$ cat src/rtl/l2irq_pkg.sv
package l2irq_pkg;

    typedef enum logic [2:0] {
        REG_NONE,
        REG_STATUS,
        REG_CLEAR,
        REG_MASK,
        REG_MSET,
        REG_MCLR,
        REG_WAKE
    } reg_sel_e;

    function automatic reg_sel_e decode_reg(input logic latched, input logic [7:0] off);
        reg_sel_e r;
        r = REG_NONE;
        if (latched) begin
            case (off)
                8'h00: r = REG_STATUS;
                8'h08: r = REG_CLEAR;
                8'h0C: r = REG_MASK;
                8'h10: r = REG_MSET;
                8'h14: r = REG_MCLR;
                8'h18: r = REG_WAKE;
                default: r = REG_NONE;
            endcase
        end else begin
            case (off)
                8'h00: r = REG_STATUS;
                8'h04: r = REG_MASK;
                8'h08: r = REG_MSET;
                8'h0C: r = REG_MCLR;
                8'h10: r = REG_WAKE;
                default: r = REG_NONE;
            endcase
        end
        return r;
    endfunction

endpackage

$ cat src/rtl/l2irq_sync.sv
module l2irq_sync #(
    parameter int N      = 32,
    parameter int STAGES = 2
) (
    input  logic         clk,
    input  logic         rst_n,
    input  logic [N-1:0] d,
    output logic [N-1:0] q
);
    logic [N-1:0] stg [STAGES];

    for (genvar s = 0; s < STAGES; s++) begin : g_stage
        if (s == 0) begin : g_first
            always_ff @(posedge clk) begin
                if (!rst_n) stg[0] <= '0;
                else        stg[0] <= d;
            end
        end else begin : g_next
            always_ff @(posedge clk) begin
                if (!rst_n) stg[s] <= '0;
                else        stg[s] <= stg[s-1];
            end
        end
    end

    assign q = stg[STAGES-1];
endmodule

$ cat src/rtl/l2irq_status.sv
module l2irq_status #(
    parameter int N       = 32,
    parameter bit LATCHED = 1'b1
) (
    input  logic         clk,
    input  logic         rst_n,
    input  logic [N-1:0] lvl,
    input  logic         clr_we,
    input  logic [N-1:0] clr_bits,
    output logic [N-1:0] status
);
    if (LATCHED) begin : g_latched
        logic [N-1:0] prev_q;
        logic [N-1:0] status_q;
        logic [N-1:0] rise;

        assign rise = lvl & ~prev_q;

        always_ff @(posedge clk) begin
            if (!rst_n) begin
                prev_q   <= '0;
                status_q <= '0;
            end else begin
                prev_q   <= lvl;
                status_q <= (status_q & ~(clr_we ? clr_bits : '0)) | rise;
            end
        end

        assign status = status_q;

        p_sticky_r5: assert property (@(posedge clk) disable iff (!rst_n)
            !clr_we |=> ((status_q & $past(status_q)) == $past(status_q)));
        p_rise_wins_r6: assert property (@(posedge clk) disable iff (!rst_n)
            (|rise) |=> ((status_q & $past(rise)) == $past(rise)));
        p_clear_r6: assert property (@(posedge clk) disable iff (!rst_n)
            clr_we |=> ((status_q & $past(clr_bits) & ~$past(rise)) == '0));
    end else begin : g_level
        assign status = lvl;
    end
endmodule

$ cat src/rtl/l2irq_mask.sv
module l2irq_mask #(
    parameter int N = 32
) (
    input  logic         clk,
    input  logic         rst_n,
    input  logic         set_we,
    input  logic         clr_we,
    input  logic [N-1:0] wbits,
    output logic [N-1:0] mask
);
    logic [N-1:0] mask_q;

    always_ff @(posedge clk) begin
        if (!rst_n)      mask_q <= '1;
        else if (set_we) mask_q <= mask_q | wbits;
        else if (clr_we) mask_q <= mask_q & ~wbits;
    end

    assign mask = mask_q;

    p_set_r2: assert property (@(posedge clk) disable iff (!rst_n)
        set_we |=> ((mask_q & $past(wbits)) == $past(wbits)));
    p_set_keep_r2: assert property (@(posedge clk) disable iff (!rst_n)
        set_we |=> ((mask_q & ~$past(wbits)) == ($past(mask_q) & ~$past(wbits))));
    p_clr_r3: assert property (@(posedge clk) disable iff (!rst_n)
        (clr_we && !set_we) |=> ((mask_q & $past(wbits)) == '0));
    p_idle_r3: assert property (@(posedge clk) disable iff (!rst_n)
        (!set_we && !clr_we) |=> $stable(mask_q));
endmodule

$ cat src/rtl/l2irq_aggr.sv
module l2irq_aggr
    import l2irq_pkg::*;
#(
    parameter int NUM_SRC     = 32,
    parameter int ADDR_W      = 5,
    parameter bit LATCHED     = 1'b1,
    parameter int SYNC_STAGES = 2
) (
    input  logic               clk,
    input  logic               rst_n,
    input  logic [NUM_SRC-1:0] src_in,
    input  logic               reg_we,
    input  logic [ADDR_W-1:0]  reg_addr,
    input  logic [NUM_SRC-1:0] reg_wdata,
    output logic [NUM_SRC-1:0] reg_rdata,
    output logic               irq_out,
    output logic               wake_out
);
    localparam logic [7:0] ADDR_PAD = 8'd0;

    reg_sel_e           sel;
    logic [NUM_SRC-1:0] lvl;
    logic [NUM_SRC-1:0] status;
    logic [NUM_SRC-1:0] mask;
    logic [NUM_SRC-1:0] wake_en_q;
    logic               clr_we;
    logic               mset_we;
    logic               mclr_we;

    assign sel     = decode_reg(LATCHED, ADDR_PAD | 8'(reg_addr));
    assign clr_we  = reg_we && (sel == REG_CLEAR);
    assign mset_we = reg_we && (sel == REG_MSET);
    assign mclr_we = reg_we && (sel == REG_MCLR);

    l2irq_sync #(.N(NUM_SRC), .STAGES(SYNC_STAGES)) u_sync (
        .clk(clk), .rst_n(rst_n), .d(src_in), .q(lvl));

    l2irq_status #(.N(NUM_SRC), .LATCHED(LATCHED)) u_status (
        .clk(clk), .rst_n(rst_n), .lvl(lvl), .clr_we(clr_we),
        .clr_bits(reg_wdata), .status(status));

    l2irq_mask #(.N(NUM_SRC)) u_mask (
        .clk(clk), .rst_n(rst_n), .set_we(mset_we), .clr_we(mclr_we),
        .wbits(reg_wdata), .mask(mask));

    always_ff @(posedge clk) begin
        if (!rst_n)                          wake_en_q <= '0;
        else if (reg_we && sel == REG_WAKE)  wake_en_q <= reg_wdata;
    end

    always_comb begin
        reg_rdata = '0;
        case (sel)
            REG_STATUS: reg_rdata = status;
            REG_MASK:   reg_rdata = mask;
            REG_WAKE:   reg_rdata = wake_en_q;
            default:    reg_rdata = '0;
        endcase
    end

    assign irq_out  = |(status & ~mask);
    assign wake_out = |(status & wake_en_q);

    p_masked_quiet_r8: assert property (@(posedge clk) disable iff (!rst_n)
        (&mask) |-> !irq_out);
    p_irq_pending_r8: assert property (@(posedge clk) disable iff (!rst_n)
        irq_out |-> (status != '0));
    p_wake_off_r9: assert property (@(posedge clk) disable iff (!rst_n)
        (wake_en_q == '0) |-> !wake_out);
endmodule

$ cat config.mk
export PLATFORM = sky130hd
export DESIGN_NAME = l2irq_aggr
export DESIGN_NICKNAME = d
export VERILOG_FILES = /design/src/rtl/l2irq_pkg.sv /design/src/rtl/l2irq_sync.sv /design/src/rtl/l2irq_status.sv /design/src/rtl/l2irq_mask.sv /design/src/rtl/l2irq_aggr.sv
export SDC_FILE = /design/constraint.sdc
export NUM_CORES = 1
export LEC_CHECK = 0
export ABC_AREA = 1
export BUFFER_PORTS_ARGS = -buffer_cell sky130_fd_sc_hd__buf_2
export CAP_MARGIN = 20
export CORE_UTILIZATION = 52
export DETAILED_ROUTE_END_ITERATION = 12
export PLACE_DENSITY = 0.76
export SYNTH_ARGS = -nofsm -noshare
export SYNTH_HDL_FRONTEND = slang
export SYNTH_HIERARCHICAL = 1
export SYNTH_SLANG_ARGS = --single-unit
$ cat constraint.sdc
create_clock -name clk -period 1.3 [get_ports clk]
set_input_delay 0.065 -clock clk [delete_from_list [all_inputs] [get_ports clk]]
set_output_delay 0.065 -clock clk [all_outputs]
set_load 0.01 [all_outputs]
Word-level counts from Yosys, hierarchy flattened
Memories as Yosys holds them, arrays and structs flattened.
Index checks and enable logic that the tools add are counted.

cells by class
  reduce and logical (&&, ||, !) cells = 8
  multiplexer cells = 9
  eq/ne operators = 11
  bitwise logic cells = 13

operators with widths
  operator                                                          count
  32-bit AND                                                        5
  32-bit two-way mux                                                5
  32-bit inverter                                                   4
  32-bit case mux with 3 select lines                               1
  32-bit OR                                                         2
  32-bit OR reduction                                               2
  3-bit case mux with 6 select lines                                1
  5-bit == test (second input constant)                             3
  5-bit by 4-bit == test with 1-bit output (second input constant)  2
  3-bit == test (second input constant)                             3
  8-bit logical NOT                                                 1
  3-bit by 2-bit == test with 1-bit output (second input constant)  2
  1-bit logical AND                                                 4
  3-bit by 1-bit == test with 1-bit output (second input constant)  1
  1-bit two-way mux                                                 2
  1-bit OR                                                          2
  2-bit nonzero test                                                1

word-level totals
  word-level logic and storage cells = 46
  RAM bits = 64
  memories kept = 1
  register bits = 128
  input port bits = 72
  output and inout bits = 34

memory list
  memory      depth  bits a word  read ports  clocked after Yosys merged registers in  wr ports  RTL line          source
  u_sync.stg  2      32           2           0                                        2         l2irq_sync.sv:10  logic [N-1:0] stg [STAGES];

Depth between registers and ports, before layout
Gate-level depths: netlist of the first run.

  depth in word-level cells = 8
  mapped depth = 9
  depth with buffers taken out = 7

By module
The synthesis of the first run kept the hierarchy.

modules (own cells, without submodules)
  module        instances  cells each  area an instance (µm²)  sequential area each (µm²)
  l2irq_aggr    1          512         2703.8                  640.6
  l2irq_status  1          366         2513.7                  1281.2
  l2irq_sync    1          199         1840.5                  1281.2
  l2irq_mask    1          174         1303.8                  640.6

Worst setup path before layout of the first run
No wires, ideal clock.

  path type = input to register
  start point = input reg_addr[2]
  end point = register with a tool-made name
  library setup time = 0.115 ns
  required time = 1.185 ns
  buffers on the path = 2
  stages = 7
  arrival time = 1.127 ns
  setup slack = 0.059 ns
  cell sequence = buf_2 -> inv_2 -> nor4_1 -> buf_2 -> o21ai_0 -> nand2_1 -> nand2_1

RTL lines
  what                RTL line          source
  start: declaration  l2irq_aggr.sv:13  input logic [ADDR_W-1:0] reg_addr,

==> summary.md, run 1 <==
| Metric | Value |
|---|---|
| Status | finished with violations |
| Failing checks | negative setup slack |
| HPWL Detailed | 12.81 mm |
| Critical path type | register to output pin |
| Setup slack after layout | -0.2212 ns |
| Final hold violations | 0 |
| Post-Synthesis Cell Area | 8362 um^2 |
| DIE AREA | 16590 um^2 |
| Vias in the first global route | 6709 |
| CP Cell Sequence | inv_1 -> nand2_1 -> o21ai_1 -> nor2_1 -> nand2_2 -> nor2_2 -> nand2_1 -> buf_2 |
| Core Box Area | 15430 um^2 |
| Metal3 WL | 1.305 mm |
| Hold path depth | 5 |
| Logic pwr share | 0.078 |
| Sequential Power Share | 0.496 |
| Clk_skew | 0.004356 ns |
| #FFs+latches synth | 192 |
| Total negative slack | -0.4171 ns |
| Power Dens Cells | 1185 nW/um^2 |
| CTS sink cnt | 192 |
| R2R Path End | u_status/status[25] |
| Most frequent cells in the layout | nand2_1, inv_1, dfxtp_1 |
| Ys Warns | 6 |
| CTS tree | done |
| Total GRT Usage | 0.2407 |
| Starting Density | 0.5420 |
| Final setup viols | 3 |
| Worst hold slack | 0.2261 ns |
| Worst path bufs/invs | 2 |
| Hold_sp | reg_we |
| Layout area overhead | 26.62% |
| Filler cell count | 1333 |
| I/O Buffers | 105 |
| Die H | 128.8 um |
| Reg2reg start | u_status/status[25] |
| Post-synthesis cell count | 1251 |
| # H-tree levels | 4 |
| Internal | 9700 uW |
| Global-route wire length before repair | 31.41 mm |
| Net Sw Power | 2852 uW |
| Clock Path Buffers | 2 |
| DR top layer | met4 |
| Via density per instance | 4.667 |
| Inserted Diodes | 0 |
| CP Launch Type | register |
| Yosys cell types | 21 |
| Worst R2R Setup Slack | 0.55 ns |
| Max-Slew Margin vs Limit | 0.7327 |
| Unrepaired setup endpoints after global routing | yes |
| Largest stage delay, worst path | 0.34 ns |
| Met2 WL | 8.341 mm |
| Worst min path class | primary input to register |
| Final ANT Viol Nets | 0 |
| Max Freq | 657.4 MHz |
| Crit path arrival time | 1.46 ns |
| Wirelength per Cell | 11.75 um |
| Average size of a mapped cell | 6.684 um^2 |
| Top delay family on crit path | simple AND/OR/NAND/NOR gates |
| Insertion delay to the later sink of the worst-skew pair | 0.42 ns |
| I/O pin total | 106 |
| Layout Nets | 1484 |
| Seq/Total Area, Yosys | 0.4597 |
| Util after Layout | 0.6863 |
| Crit path top cell by count | nand2_1 |
| Worst-Margin Slew | 0.4010 ns |
| Slew Limit Fails | 0 |
| Static leakage | 0.006022 uW |
| Critical path peak fanout | 3 |
| Post-Syn Nets | 1323 |
| GR Overflow Total | 0 |
| Net Sw Frac | 0.2272 |
| Root buf cell | clkbuf_16 |
| Worst-path clk slew | 0.07 ns |
| Rows | 45 |
| Vias | 7635 |
| Initial drt markers | 627 |
| Met1 WL | 9.166 mm |
| Min Clock Period, post-route | 1.521 ns |
| Worst Reg-to-Reg Cells | 5 |
| Worst EP required | 1.24 ns |
| Initial antenna violation count | 0 |
| Hold Path End | wake_en_q[8] |
| Die W | 128.8 um |
| Maximum vdd drop | 1.154 mV |
| Initial DRT Pass Iterations | 5 |
| Placer Congestion | 0.8833 |
| Pin count of the biggest net entering global routing | 48 |
| Tcrit/Tclk final | 1.170 |
| Share of layout cells above drive strength 1 | 0.1818 |
| Residual DRC count | 0 |
| Critical Path End Type | output pin |
| Clock network power share | 0.426 |
| Commonest non-fill, non-tap cell in the layout | nand2_1 |
| Pre-CTS setup slack | 0.009525 ns |
| Critical-path top delay cell | dfxtp_2 |
| Total wire length | 19.23 mm |
| Maxcap violations | 0 |
| CTS Buf Count | 17 |
synth_stat cells:
cell type | n | area [um^2]
nand2_1 | 484 | 1817
inv_1 | 254 | 953.4
dfxtp_1 | 192 | 3844
nor2_1 | 87 | 326.6
nand3_1 | 33 | 165.2
nand4_1 | 33 | 206.5
a21oi_1 | 32 | 160.2
o211ai_1 | 32 | 240.2
o21ai_1 | 28 | 140.1
buf_2 | 26 | 130.1
buf_6 | 17 | 191.4
clkbuf_1 | 9 | 33.78
o21ai_0 | 8 | 40.04
buf_4 | 5 | 37.54
inv_2 | 3 | 11.26
buf_1 | 2 | 7.510
nor2_2 | 2 | 12.51
nand2_2 | 1 | 6.260
nand4_4 | 1 | 21.27
nor2_4 | 1 | 11.26
nor4_1 | 1 | 6.260
final cells by class:
type	instances	area, um^2	share of cell area
multi-input cells	743	3233	0.3054
inverters	257	964.7	0.09111
flip-flops and latches	192	3928	0.3710
clock inverters	10	146.4	0.01383
repair buffers	201	1588	0.1500
clock buffers	22	464.2	0.04384
well taps	211	264.0	0.02493
power groups by stage:
stage	clock network [uW]	registers (uW)	logic (uW)
after CTS	5430	6210	959
after global routing	5720	6240	1090
after detailed placement	0	6340	797
after global placement	0	6330	785
final	5350	6220	982
after floorplan	0	6300	496
cells by family after synthesis:
family,synth area share
AND/OR/NAND/NOR,0.3076
buffers and inverters,0.1632
AO/OA/AOI/OAI,0.06943
flip-flops,0.4597
per-layer routing:
metal / up-vias / global-route usage
li1: 4032 / -
met1: 3287 / 0.3341
met2: 287 / 0.3695
met3: 29 / 0.04532
met4: 0 / 0.09550
met5: - / 0
worst max-delay path by stage:
stage               end  cells after the start
6_report        irq_out                      8
5_1_grt         irq_out                      8
4_1_cts        wake_out                      7
3_5_place_dp   register                      9
3_3_place_gp   register                      9
2_1_floorplan  register                      7
metrics by stage:
stage          std cells  area, um^2  power, uW
2_1_floorplan       1251        8362       6801
3_3_place_gp        1534        9134       7118
3_5_place_dp        1534        9134       7135
4_1_cts             1633       10460      12600
5_1_grt             1636       10590      13050
6_report            1636       10590      12550
worst register-to-register path: stages (launching register included):
cell and delay, ns:
dfxtp_4 0.36, buf_4 0.13, nand2_1 0.05, inv_1 0.04, nand2_1 0.04, nand2_1 0.04
timing repair:
action	in CTS	in global routing
setup endpoints to repair	11	31
buffers inserted	1	3
hold buffers	66	0
gates resized for setup	29	66
endpoints found under the hold margin	133	0
pin swaps	6	27
No activity file was read; power rests on OpenSTA's default activity.
==> run 2, diff against run 1 <==
- BUFFER_PORTS_ARGS: -buffer_cell sky130_fd_sc_hd__buf_2 -> -buffer_cell sky130_fd_sc_hd__buf_4
- CTS_CLUSTER_SIZE: default -> 20
==> summary.md, run 2 (synthesized netlist as in run 1, its figures left out) <==
| Metric | Value |
|---|---|
| Inserted Diodes | 0 (unchanged) |
| CTS sink cnt | 192 (unchanged) |
| CP Cell Sequence | nand2_1 -> nand2_1 -> nor2_4 -> nand2_2 -> nor2_2 -> nand2_1 -> buf_6 |
| Setup slack after layout | -0.2075 ns (+0.01376 ns) |
| Critical-path top delay cell | dfxtp_2 |
| Hold path depth | 6 (+1) |
| Core Box Area | 15430 um^2 (unchanged) |
| Wirelength per Cell | 11.90 um (+1.3%) |
| Maximum vdd drop | 0.9411 mV (-18%) |
| Crit path arrival time | 1.44 ns (-0.02 ns) |
| Final setup viols | 7 (+4) |
| HPWL Detailed | 12.85 mm (+0.34%) |
| Placer Congestion | 0.8525 (-3.5%) |
| Unrepaired setup endpoints after global routing | yes |
| Hold Path End | wake_en_q[10] |
| Power Dens Cells | 1140 nW/um^2 (-3.8%) |
| Maxcap violations | 0 (unchanged) |
| DIE AREA | 16590 um^2 (unchanged) |
| Clk_skew | 0.005412 ns (+0.001056 ns) |
| Critical Path End Type | output pin |
| Tcrit/Tclk final | 1.160 (-0.01058) |
| Vias | 7671 (+0.47%) |
| Worst-path clk slew | 0.07 ns (about the same) |
| Die H | 128.8 um (unchanged) |
| Rows | 45 (unchanged) |
| Min Clock Period, post-route | 1.507 ns (-0.01376 ns) |
| Layout area overhead | 30.87% |
| Commonest non-fill, non-tap cell in the layout | nand2_1 |
| Critical path type | register to output pin |
| Initial antenna violation count | 0 (unchanged) |
| Die W | 128.8 um (unchanged) |
| Share of layout cells above drive strength 1 | 0.1968 (+0.01504) |
| Final ANT Viol Nets | 0 (unchanged) |
| Max Freq | 663.4 MHz (+0.91%) |
| Initial drt markers | 471 (-25%) |
| Root buf cell | clkbuf_16 |
| Fin area | 10940 um^2 (+3.4%) |
| Final total power | 12470 uW (-0.62%) |
| Initial DRT Pass Iterations | 5 (unchanged) |
| Critical path peak fanout | 4 (+1) |
| Clock Path Buffers | 2 (unchanged) |
| Most frequent cells in the layout | nand2_1, inv_1, dfxtp_1 |
| Crit path top cell by count | nand2_1 |
| Failing checks | negative setup slack |
| Worst R2R Setup Slack | 0.53 ns (-0.02 ns) |
| Layout Nets | 1492 (+0.54%) |
| Total wire length | 19.57 mm (+1.8%) |
| Max-Slew Margin vs Limit | 0.7449 (+0.01218) |
| Worst EP required | 1.24 ns (about the same) |
| I/O pin total | 106 (unchanged) |
| Vias in the first global route | 6783 (+1.1%) |
| Top delay family on crit path | simple AND/OR/NAND/NOR gates |
| Status | finished with violations |
| Static leakage | 0.006114 uW (+1.5%) |
| Starting Density | 0.5420 (unchanged) |
| CTS Buf Count | 17 (unchanged) |
| I/O Buffers | 105 (unchanged) |
| GR Overflow Total | 0 (unchanged) |
| Insertion delay to the later sink of the worst-skew pair | 0.42 ns (about the same) |
| Hold_sp | reg_addr[2] |
| Residual DRC count | 0 (unchanged) |
| Global-route wire length before repair | 31.09 mm (-1.0%) |
| Slew Limit Fails | 0 (unchanged) |
| Worst Reg-to-Reg Cells | 4 (-1) |
| Worst min path class | primary input to register |
| Total GRT Usage | 0.2382 (-0.002548) |
| # H-tree levels | 4 (unchanged) |
| CTS tree | done |
| Worst path bufs/invs | 1 (-1) |
| Final hold violations | 0 (unchanged) |
| Via density per instance | 4.666 (about the same) |
| Pin count of the biggest net entering global routing | 40 (-17%) |
| DP Area | 9437 um^2 (+3.3%) |
| Largest stage delay, worst path | 0.34 ns (about the same) |
| CP Launch Type | register |
| Worst-Margin Slew | 0.3795 ns (-0.02143 ns) |
-- run 2: power by group --
part | internal (uW) | leakage (uW) | switching (uW)
Sequential | 6090 | 0.00157 | 128
Clock | 2740 | 0.000295 | 2430
Combinational | 535 | 0.00425 | 551
-- run 2: timing repair --
action / CTS / global route
endpoints found under the setup margin: 14 / 33
endpoints found under the hold margin: 141 / 0
pin swaps: 14 / 30
hold buffers: 68 / 0
buffers inserted: 1 / 5
gates resized for setup: 29 / 86
-- run 2: worst max path at each step --
| stage | slack [ns] | cells after the start | startpoint | to |
|---|---|---|---|---|
| 4_1_cts | -0.28 | 8 | register | irq_out |
| 6_report | -0.21 | 7 | u_status/status[9] | wake_out |
| 2_1_floorplan | 0.06 | 7 | reg_addr[2] | register |
| 3_3_place_gp | 0.003 | 8 | reg_addr[3] | register |
| 3_5_place_dp | 0.03 | 9 | reg_addr[1] | register |
| 5_1_grt | -0.30 | 8 | register | irq_out |
-- run 2: layer usage --
layer  routed length [um]  global-route usage  vias to the layer above
met5                    0                   0                        -
met4                  407             0.08443                        0
met3                 1169             0.04158                       36
met2                 8898              0.3851                      245
met1                 9095              0.3203                     3343
li1                     -                   -                     4047
-- run 2: through the flow --
| stage | util | instances | TNS (ns) | setup WS, ns | hold WS, ns |
|---|---|---|---|---|---|
| 6_report | 0.7093 | 1644 | -0.5506 | -0.2075 | 0.1992 |
| 4_1_cts | 0.6972 | 1639 | -0.5879 | -0.2824 | 0.1981 |
| 5_1_grt | 0.7093 | 1644 | -0.9562 | -0.3006 | 0.2239 |
| 3_3_place_gp | 0.6117 | 1538 | 0 | 0.002726 | 0.2494 |
| 3_5_place_dp | 0.6117 | 1538 | 0 | 0.03378 | 0.2504 |
| 2_1_floorplan | - | 1251 | 0 | 0.05868 | 0.1626 |
-- run 2: area by class of cell --
class	count	area, um^2
Clock buffer	17	425.4
Clock inverter	15	168.9
Fill cell	1300	4484
Inverter	257	964.7
Multi-Input combinational cell	743	3241
Sequential cell	192	3943
Tap cell	211	264.0
Timing Repair Buffer	209	1937
-- run 2: worst register-to-register path: cells and delay by family, from the launching register on --
family        cells  cell delay [ns]
buf+inv           2             0.23
simple gates      2             0.10
flops             1             0.33
==> run 3, diff against run 2 <==
- CORE_UTILIZATION: 52 -> 54
- CTS_BUF_LIST: default -> sky130_fd_sc_hd__clkbuf_4 sky130_fd_sc_hd__clkbuf_8
- PLACE_DENSITY: 0.76 -> 0.78
==> summary.md, run 3 (synthesized netlist as in run 1, its figures left out) <==
| Metric | Value |
|---|---|
| Hold path depth | 6 (unchanged) |
| CP Launch Type | register |
| Insertion delay to the later sink of the worst-skew pair | 0.46 ns (+0.04 ns) |
| Residual DRC count | 0 (unchanged) |
| Share of layout cells above drive strength 1 | 0.1905 (-0.006281) |
| Via density per instance | 4.717 (+1.1%) |
| Most frequent cells in the layout | nand2_1, inv_1, dfxtp_1 |
| I/O Buffers | 105 (unchanged) |
| Critical path type | register to output pin |
| CP Cell Sequence | inv_1 -> nand2_1 -> nand2_1 -> nor2_2 -> nand2_1 -> nor2_2 -> nand2_2 -> buf_6 |
| Vias | 7647 (-0.31%) |
| Worst R2R Setup Slack | 0.44 ns (-0.09 ns) |
| Initial DRT Pass Iterations | 5 (unchanged) |
| Critical-path top delay cell | dfxtp_2 |
| Die H | 126.4 um (-1.8%) |
| Total GRT Usage | 0.2464 (+0.008157) |
| Reg2reg start | u_status/status[1] |
| Setup slack after layout | -0.2938 ns (-0.08633 ns) |
| Worst hold slack | 0.1653 ns (-0.03390 ns) |
| Initial antenna violation count | 0 (unchanged) |
| Root buf cell | clkbuf_8 |
| Worst min path class | primary input to register |
| Worst-path clk slew | 0.10 ns (+0.03 ns) |
| Crit path top cell by count | nand2_1 |
| Sequential Power Share | 0.550 (+0.052) |
| GR Overflow Total | 0 (unchanged) |
| # H-tree levels | 4 (unchanged) |
| Inserted Diodes | 0 (unchanged) |
| Hold_sp | reg_addr[2] |
| Final hold violations | 0 (unchanged) |
| Top delay family on crit path | simple AND/OR/NAND/NOR gates |
| Final setup viols | 18 (+11) |
| Layout area overhead | 27.35% |
| Vias in the first global route | 6846 (+0.93%) |
| Critical path peak fanout | 2 (-2) |
| Layout Nets | 1492 (unchanged) |
| CTS sink cnt | 192 (unchanged) |
| Worst path bufs/invs | 2 (+1) |
| Worst-Margin Slew | 0.4097 ns (+0.03016 ns) |
| Net Sw Power | 2805 uW (-9.8%) |
| Max Freq | 627.4 MHz (-5.4%) |
| Max-Slew Margin vs Limit | 0.7269 (-0.01800) |
| Clock Path Buffers | 2 (unchanged) |
| Critical Path End Type | output pin |
| Tcrit/Tclk final | 1.226 (+0.06641) |
| Pin count of the biggest net entering global routing | 41 (+2.5%) |
| DP Area | 9348 um^2 (-0.94%) |
| Maximum vdd drop | 0.6915 mV (-27%) |
| Total negative slack | -1.214 ns (-0.6633 ns) |
| CTS tree | done |
| Largest stage delay, worst path | 0.36 ns (+0.02 ns) |
| Global-route wire length before repair | 31.48 mm (+1.2%) |
| Maxcap violations | 0 (unchanged) |
| CTS Buf Count | 17 (unchanged) |
| Static leakage | 0.006017 uW (-1.6%) |
| DIE AREA | 15990 um^2 (-3.7%) |
| Filler cell count | 1270 (-2.3%) |
| Internal | 8496 uW (-9.3%) |
| Fin area | 10650 um^2 (-2.7%) |
| Final total power | 11300 uW (-9.4%) |
| Unrepaired setup endpoints after global routing | yes |
| Placer Congestion | 0.8257 (-3.1%) |
| Commonest non-fill, non-tap cell in the layout | nand2_1 |
| Net Sw Frac | 0.2482 (-0.0009657) |
| Power Dens Cells | 1061 nW/um^2 (-6.9%) |
| Worst Reg-to-Reg Cells | 6 (+2) |
| Min Clock Period, post-route | 1.594 ns (+0.08633 ns) |
| Wirelength per Cell | 11.89 um (-0.13%) |
| Total wire length | 19.27 mm (-1.5%) |
| Status | finished with violations |
| Worst EP required | 1.24 ns (about the same) |
| Slew Limit Fails | 0 (unchanged) |
| Final ANT Viol Nets | 0 (unchanged) |
| Logic pwr share | 0.095 (+0.008) |
| Initial drt markers | 555 (+18%) |
| Failing checks | negative setup slack |
| R2R Path End | u_status/status[1] |
| I/O pin total | 106 (unchanged) |
| Hold Path End | wake_en_q[8] |
| Die W | 126.4 um (-1.8%) |
| Core Box Area | 15150 um^2 (-1.8%) |
| Starting Density | 0.5521 (+0.01007) |
| HPWL Detailed | 12.47 mm (-3.0%) |
| Crit path arrival time | 1.53 ns (+0.09 ns) |
| Clk_skew | 0.007934 ns (+0.002522 ns) |
| Clock network power share | 0.356 (-0.059) |
| Rows | 45 (unchanged) |
==> run 3: cell count changes in the layout (fill, tap and decap cells not counted), moves of 4 or more <==
cell       delta
dfxtp_1       +4
nor2_1        +8
clkbuf_16    -17
nor2_2        -7
nand2_2      -10
nand2_1      +10
clkbuf_8     +18
dfxtp_2       -4
inv_2        +14
inv_1        -14
==> run 3: power groups by stage <==
stage / clock (uW) / sequential [uW] / combinational, uW
2_1_floorplan: 0 / 6300 / 496
3_3_place_gp: 0 / 6330 / 857
3_5_place_dp: 0 / 6340 / 871
4_1_cts: 4120 / 6210 / 1050
5_1_grt: 4320 / 6240 / 1190
6_report: 4020 / 6210 / 1070
==> run 3: worst max-delay path by stage <==
| stage | start | to | slack [ns] | depth (start not counted) |
|---|---|---|---|---|
| final | register | irq_out | -0.29 | 8 |
| after global routing | register | irq_out | -0.40 | 8 |
| after CTS | register | irq_out | -0.30 | 8 |
| after detailed placement | reg_addr[1] | reg_rdata[25] | 0.03 | 8 |
| after global placement | reg_addr[3] | register | 0.05 | 8 |
| after floorplan | reg_addr[2] | register | 0.06 | 7 |
==> run 3: worst register-to-register path, stage by stage (launching register included) <==
cell	delay (ns)
dfxtp_2	0.35
buf_6	0.11
buf_4	0.12
nand2_1	0.05
inv_1	0.04
nand2_1	0.05
nand2_1	0.05
==> run 3: routing by layer <==
metal  vias to the layer above  part of all wire  track usage
li1                       4046                 -            -
met1                      3333              0.47       0.3263
met2                       226              0.45       0.4020
met3                        42             0.055      0.04682
met4                         0             0.023      0.08788
met5                         -                 0            0
==> run 3: layout make-up <==
class | count | area [um^2] | share of cell area
well taps | 188 | 235.2 | 0.02209
inverters | 257 | 964.7 | 0.09059
clock buffers | 21 | 270.3 | 0.02538
clock inverters | 11 | 143.9 | 0.01351
repair buffers | 209 | 1911 | 0.1794
multi-input cells | 743 | 3187 | 0.2993
flip-flops and latches | 192 | 3938 | 0.3698
==> run 3: timing repair <==
| action | in CTS | in global routing |
|---|---|---|
| endpoints found under the hold margin | 140 | 0 |
| endpoints found under the setup margin | 34 | 34 |
| pin swaps | 32 | 28 |
| hold buffers | 68 | 0 |
| gates resized for setup | 67 | 41 |
| setup buffers | 5 | 6 |
==> run 3: stage by stage <==
stage	std cells	setup slack (ns)	utilization
global route	1621	-0.4010	0.7031
detailed placement	1512	0.03292	0.6172
CTS	1617	-0.3027	0.6979
finish	1621	-0.2938	0.7031
global placement	1512	0.05362	0.6172
floorplan	1251	0.05868	-
